### config.mk
export PLATFORM = sky130hd
export DESIGN_NAME = trap_entry_seq
export DESIGN_NICKNAME = d
export VERILOG_FILES = /design/src/rtl/trap_seq_pkg.sv /design/src/rtl/trap_prio.sv /design/src/rtl/trap_base_reg.sv /design/src/rtl/trap_mode_state.sv /design/src/rtl/trap_entry_seq.sv
export SDC_FILE = /design/constraint.sdc
export NUM_CORES = 1
export LEC_CHECK = 0
export ABC_AREA = 0
export BUFFER_PORTS_ARGS = -buffer_cell sky130_fd_sc_hd__buf_2
export CORE_MARGIN = 5
export CORE_UTILIZATION = 47
export DETAILED_ROUTE_END_ITERATION = 10
export GPL_ROUTABILITY_DRIVEN = 0
export PLACE_DENSITY = 0.91
export REMOVE_ABC_BUFFERS = 1
export SYNTH_ARGS = -nofsm -noshare
export SYNTH_HDL_FRONTEND = slang
export SYNTH_SLANG_ARGS = --single-unit
### constraint.sdc
create_clock -name clk -period 2.8 [get_ports clk]
set_clock_uncertainty 0.05 [all_clocks]
set_input_delay 0.14 -clock clk [delete_from_list [all_inputs] [get_ports clk]]
set_output_delay 0.14 -clock clk [all_outputs]
set_load 0.03 [all_outputs]
### src/rtl/trap_seq_pkg.sv
package trap_seq_pkg;
  localparam int XLEN     = 32;
  localparam int TT_W     = 8;
  localparam int SLOT_LSB = 4;
  localparam int BASE_LSB = SLOT_LSB + TT_W;
  localparam int BASE_W   = XLEN - BASE_LSB;

  function automatic logic [XLEN-1:0] make_vector(input logic [BASE_W-1:0] base,
                                                  input logic [TT_W-1:0] tt);
    return {base, tt, {SLOT_LSB{1'b0}}};
  endfunction
endpackage

### src/rtl/trap_prio.sv
module trap_prio
  import trap_seq_pkg::*;
#(
  parameter int NSYNC    = 4,
  parameter int NIRQ     = 15,
  parameter int SYNC_TT0 = 1,
  parameter int IRQ_TT0  = 16
) (
  input  logic [NSYNC-1:0]      sync_req,
  input  logic [NIRQ-1:0]       irq_req,
  input  logic                  irq_allow,
  output logic                  any_sync,
  output logic                  take_any,
  output logic [TT_W-1:0]       sel_tt,
  output logic [NSYNC+NIRQ-1:0] grant
);
  localparam int NALL = NSYNC + NIRQ;

  logic any_irq;

  always_comb begin
    any_sync = |sync_req;
    any_irq  = irq_allow && (|irq_req);
    take_any = any_sync || any_irq;
    sel_tt   = '0;
    grant    = '0;
    // interrupts: ascending scan, highest level overwrites
    if (irq_allow && !any_sync) begin
      for (int j = 0; j < NIRQ; j++) begin
        if (irq_req[j]) begin
          sel_tt = TT_W'(IRQ_TT0 + j + 1);
          grant  = NALL'(1) << (NSYNC + j);
        end
      end
    end
    // synchronous: descending scan, lowest index overwrites
    for (int i = NSYNC - 1; i >= 0; i--) begin
      if (sync_req[i]) begin
        sel_tt = TT_W'(SYNC_TT0 + i);
        grant  = NALL'(1) << i;
      end
    end
  end
endmodule

### src/rtl/trap_base_reg.sv
module trap_base_reg
  import trap_seq_pkg::*;
(
  input  logic             clk,
  input  logic             rst,
  input  logic             wr_en,
  input  logic [XLEN-1:0]  wr_data,
  input  logic             tt_load,
  input  logic [TT_W-1:0]  tt_in,
  output logic [BASE_W-1:0] base_q,
  output logic [XLEN-1:0]  tbr_q
);
  logic [TT_W-1:0] tt_q;

  always_ff @(posedge clk) begin
    if (rst) begin
      base_q <= '0;
      tt_q   <= '0;
    end else begin
      if (wr_en)   base_q <= wr_data[XLEN-1:BASE_LSB];
      if (tt_load) tt_q   <= tt_in;
    end
  end

  assign tbr_q = {base_q, tt_q, {SLOT_LSB{1'b0}}};

  assert_base_write_R6: assert property (@(posedge clk) disable iff (rst)
    wr_en |=> tbr_q[XLEN-1:BASE_LSB] == $past(wr_data[XLEN-1:BASE_LSB]));
  assert_type_capture_R6: assert property (@(posedge clk) disable iff (rst)
    tt_load |=> tbr_q[BASE_LSB-1:SLOT_LSB] == $past(tt_in));
endmodule

### src/rtl/trap_mode_state.sv
module trap_mode_state (
  input  logic clk,
  input  logic rst,
  input  logic enter,
  input  logic rett,
  output logic et,
  output logic sup,
  output logic psup
);
  always_ff @(posedge clk) begin
    if (rst) begin
      et   <= 1'b0;
      sup  <= 1'b1;
      psup <= 1'b0;
    end else if (enter) begin
      et   <= 1'b0;
      psup <= sup;
      sup  <= 1'b1;
    end else if (rett) begin
      et  <= 1'b1;
      sup <= psup;
    end
  end

  assert_entry_clears_et_R3: assert property (@(posedge clk) disable iff (rst)
    enter |=> !et);
  assert_entry_mode_R2: assert property (@(posedge clk) disable iff (rst)
    enter |=> (sup && psup == $past(sup)));
  assert_return_R8: assert property (@(posedge clk) disable iff (rst)
    (rett && !enter) |=> (et && sup == $past(psup)));
endmodule

### src/rtl/trap_entry_seq.sv
module trap_entry_seq
  import trap_seq_pkg::*;
#(
  parameter int NSYNC    = 4,
  parameter int NIRQ     = 15,
  parameter int SYNC_TT0 = 1,
  parameter int IRQ_TT0  = 16
) (
  input  logic             clk,
  input  logic             rst,
  input  logic [NSYNC-1:0] sync_req_i,
  input  logic [NIRQ-1:0]  irq_req_i,
  input  logic [31:0]      pc_i,
  input  logic [31:0]      npc_i,
  input  logic             rett_i,
  input  logic             tbr_wr_i,
  input  logic [31:0]      tbr_wdata_i,
  output logic             trap_taken_o,
  output logic             wdog_rst_o,
  output logic             win_dec_o,
  output logic [31:0]      vector_o,
  output logic [31:0]      saved_pc_o,
  output logic [31:0]      saved_npc_o,
  output logic [31:0]      tbr_o,
  output logic             et_o,
  output logic             super_o,
  output logic             prev_super_o
);
  logic                  any_sync, take_any, trap_go, wdog_go;
  logic [TT_W-1:0]       sel_tt;
  logic [NSYNC+NIRQ-1:0] grant;
  logic [BASE_W-1:0]     base_q;

  trap_prio #(.NSYNC(NSYNC), .NIRQ(NIRQ), .SYNC_TT0(SYNC_TT0), .IRQ_TT0(IRQ_TT0)) u_prio (
    .sync_req(sync_req_i), .irq_req(irq_req_i), .irq_allow(et_o),
    .any_sync(any_sync), .take_any(take_any), .sel_tt(sel_tt), .grant(grant));

  assign trap_go = et_o && take_any;
  assign wdog_go = !et_o && any_sync;

  trap_base_reg u_tbr (
    .clk(clk), .rst(rst), .wr_en(tbr_wr_i), .wr_data(tbr_wdata_i),
    .tt_load(trap_go), .tt_in(sel_tt), .base_q(base_q), .tbr_q(tbr_o));

  trap_mode_state u_mode (
    .clk(clk), .rst(rst), .enter(trap_go), .rett(rett_i),
    .et(et_o), .sup(super_o), .psup(prev_super_o));

  always_ff @(posedge clk) begin
    if (rst) begin
      trap_taken_o <= 1'b0;
      wdog_rst_o   <= 1'b0;
      win_dec_o    <= 1'b0;
      vector_o     <= '0;
      saved_pc_o   <= '0;
      saved_npc_o  <= '0;
    end else begin
      trap_taken_o <= trap_go;
      wdog_rst_o   <= wdog_go;
      win_dec_o    <= trap_go;
      if (trap_go) begin
        vector_o    <= make_vector(base_q, sel_tt);
        saved_pc_o  <= pc_i;
        saved_npc_o <= npc_i;
      end
    end
  end

  assert_one_winner_R7: assert property (@(posedge clk) disable iff (rst)
    $onehot0(grant));
  assert_wdog_no_vector_R4: assert property (@(posedge clk) disable iff (rst)
    wdog_rst_o |-> !trap_taken_o);
  assert_wdog_keeps_pc_R4: assert property (@(posedge clk) disable iff (rst)
    wdog_rst_o |-> $stable(saved_pc_o));
  assert_vector_slot_R5: assert property (@(posedge clk) disable iff (rst)
    trap_taken_o |-> (vector_o[11:4] == tbr_o[11:4] && vector_o[3:0] == 4'h0));
  assert_irq_masked_R3: assert property (@(posedge clk) disable iff (rst)
    (!et_o && !(|sync_req_i)) |=> !trap_taken_o);
  assert_window_step_R9: assert property (@(posedge clk) disable iff (rst)
    trap_taken_o |-> win_dec_o);
  assert_entry_pulse_R1: assert property (@(posedge clk) disable iff (rst)
    trap_taken_o |-> (super_o && !et_o));
endmodule

==> impl_metrics.csv <==
group,metric,value,unit
run_status,status,"finished, final reports clean",
sta,rsz0062_at_grt,"no",
clock_tree,cts_num_sinks,114,
setup_path,path_class,"in -> reg",
setup_path,cp_max_fo,54,
finish,num_antenna_cells,0,
setup_path,startpoint_type,"input port",
die,coreArea,9110,um^2
synth,ys_warn_count,0,
power,p_leak,3.20,nW
synth,synth-edff-count,0,
flow_run,cap_violations,0,
sta,fin_tns_setup,0,ps
die,start_util,47.5,%
clock_tree,cts_tree,"yes",
global_routing,grt_start_max_net_pins,60,
synth,synthFlopType,"dfxtp_1",
placement,post-place-ws,739,ps
finish,final_layout_size_suffix_gt1_share,32.2,%
route,drt_pass1_iterations,4,
route,via_per_inst,5.08,
setup_path,cp_slowest_stage_delay,580,ps
global_routing,first_global_vias,4915,
sta,setup-violations-final,0,
route,wl,15000,um
finish,finalNetCount,942,
clock_tree,cts_buffers,17,
clock_tree,cts_root_buffer,"clkbuf_8",
die,pin_count,253,
setup_path,critPathArrivalTime,2450,ps
die,num_rows,35,
global_routing,grt_overflow,0,
power,ir_drop,0.427,mV
synth,synth_area_per_cell,8.23,um^2
clock_tree,path_clk_slew,50,ps
sta,tightest_slew,625,ps
power,power_density,644,nW/um^2
setup_path,crit_slowest_cell,"or4_4",
placement,dp_hpwl,8320,um
finish,areaGrowthSynthToFinish,57.6,%
sta,layout_min_cycle_time,2110,ps
setup_path,r2r_cells,4,
sta,max_freq,0.473,GHz
die,die_h,106,um
clock_tree,cts.htree.levels,4,
setup_path,path_cells,"dlygate4sd3_1, buf_2, or4_4, o21ai_4, buf_4, nand2_1, a21oi_1",
min_path,min_path_cells,4,
clock_tree,clock_path_buffers,2,
die,die_w,106,um
synth,syn_inst,526,
sta,fin_crit_sh,75.5,%
sta,worst_slack,687,ps
synth,ys_async_sr_fraction,0,%
synth,synth_area,4330,um^2
route,drc_errors,0,
sta,hold_ws,51.3,ps
synth,yosysSeqAreaShare,52.7,%
die,dieArea,11200,um^2
min_path,hold_class,"in -> reg",
power,finalPower,0.00439,W
route,drt_iter0_markers,235,
setup_path,crit_path_end_kind,"flop",
global_routing,antenna_found_initial,0,
sta,slew_headroom,57.9,%
clock_tree,clkLatencyLatePin,480,ps
sta,hold_viol_final,0,
global_routing,grt.total_usage,26.4,%
route,vias,4802,
synth,ys_types,31,
clock_tree,post_cts_resized,0,
global_routing,grt_pass1_wl,24000,um
route,wl_per_cell,15.9,um
synth,synth.ff_latch_count,114,
setup_path,critPathRequiredTime,3140,ps
placement,portBuffers,226,
route,ant_nets,0,
sta,slew_viol_final,0,
## critical path: cells and delay by family
kind            cells  cell delay (ps)
compound gates      2              380
simple gates        2              740
buf+inv             3             1160
## sequential cells by signal, indices dropped and copies added, names as in the netlist, 4 cells and up
signal        cells
saved_npc_o      32
saved_pc_o       32
u_tbr.base_q     20
u_tbr.tt_q        4
vector_o         21
## worst paths after layout
check	from	to	slack, ps
worst max-delay path	sync_req_i[1]	saved_pc_o[12]$_SDFFE_PP0P_	690
worst min-delay path	irq_req_i[11]	u_tbr.tt_q[0]$_SDFFE_PP0P_	50
worst max register to register	u_mode.et$_SDFFE_PP0P_	saved_pc_o[12]$_SDFFE_PP0P_	1140
worst min register to register	saved_pc_o[4]$_SDFFE_PP0P_	saved_pc_o[4]$_SDFFE_PP0P_	400
## area by class of cell
cell class / instances / area [um^2]
multi-input cells: 365 / 1740
clock buffers: 18 / 418
well taps: 111 / 139
flip-flops and latches: 114 / 2280
clock inverters: 13 / 138
fillers: 600 / 2290
inverters: 4 / 15.0
repair buffers: 321 / 2080
## power by group
group          total, W  switching (W)  internal (W)
combinational  0.000647       0.000396      0.000250
clock           0.00201       0.000744       0.00126
sequential      0.00174      0.0000443       0.00170
total           0.00439        0.00118       0.00321
## per-stage QoR
| stage | instances | utilization, % | cell area (um^2) |
|---|---|---|---|
| 5_1_grt | 946 | 74.9 | 6820 |
| 2_1_floorplan | 483 | - | 4030 |
| 3_5_place_dp | 825 | 58.9 | 5360 |
| 4_1_cts | 946 | 74.9 | 6820 |
| 6_report | 946 | 74.9 | 6820 |
| 3_3_place_gp | 825 | 58.9 | 5360 |
## cells in the final DEF, fill, tap and decap left out, drive strengths merged
cell / count
dlygate4sd3: 90
o221a: 1
clkinvlp: 3
bufinv: 2
nor4: 5
nand3b: 2
nand4: 1
nand2b: 1
inv: 6
nand2: 174
a311oi: 1
clkbuf: 18
o31ai: 2
mux2i: 20
nand3: 1
a21oi: 95
dfxtp: 114
or4: 4
clkinv: 6
conb: 14
nor2: 27
o41ai: 1
a211oi: 2
or2: 2
buf: 231
o21a: 1
nor2b: 3
o21ai: 3
nor3: 5
## metal layers
layer | GRT usage, % | up-vias | part of all wire, %
li1 | - | 2284 | -
met1 | 26.8 | 2225 | 36
met2 | 48.0 | 241 | 52
met3 | 9.29 | 52 | 8.8
met4 | 12.9 | 0 | 3.8
met5 | 0 | - | 0
## cells by family after synthesis
group / Yosys count / share of synthesized area (%)
buf+inv: 60 / 8.39
other cells: 1 / 0.0867
compound gates: 106 / 12.9
simple gates: 225 / 21.3
mux: 20 / 4.63
flops: 114 / 52.7
## synth_stat cells, drive strengths merged, types with 2 or more instances
cell / instances / area (um^2)
a211oi: 2 / 15.0
a21oi: 95 / 475
buf: 39 / 284
clkbuf: 17 / 63.8
dfxtp: 114 / 2280
inv: 4 / 15.0
mux2i: 20 / 200
nand2: 174 / 653
nand3b: 2 / 15.0
nor2: 27 / 101
nor2b: 3 / 18.8
nor3: 5 / 25.0
nor4: 5 / 43.8
o21ai: 3 / 15.0
o31ai: 2 / 15.0
or2: 2 / 12.5
or4: 4 / 33.8
## what timing repair did
| item | in CTS | in global routing |
|---|---|---|
| hold buffers | 90 | 0 |
| hold endpoints to repair | 90 | 0 |
| buffers inserted | 0 | 0 |
Power figures use the tool's default switching activity.
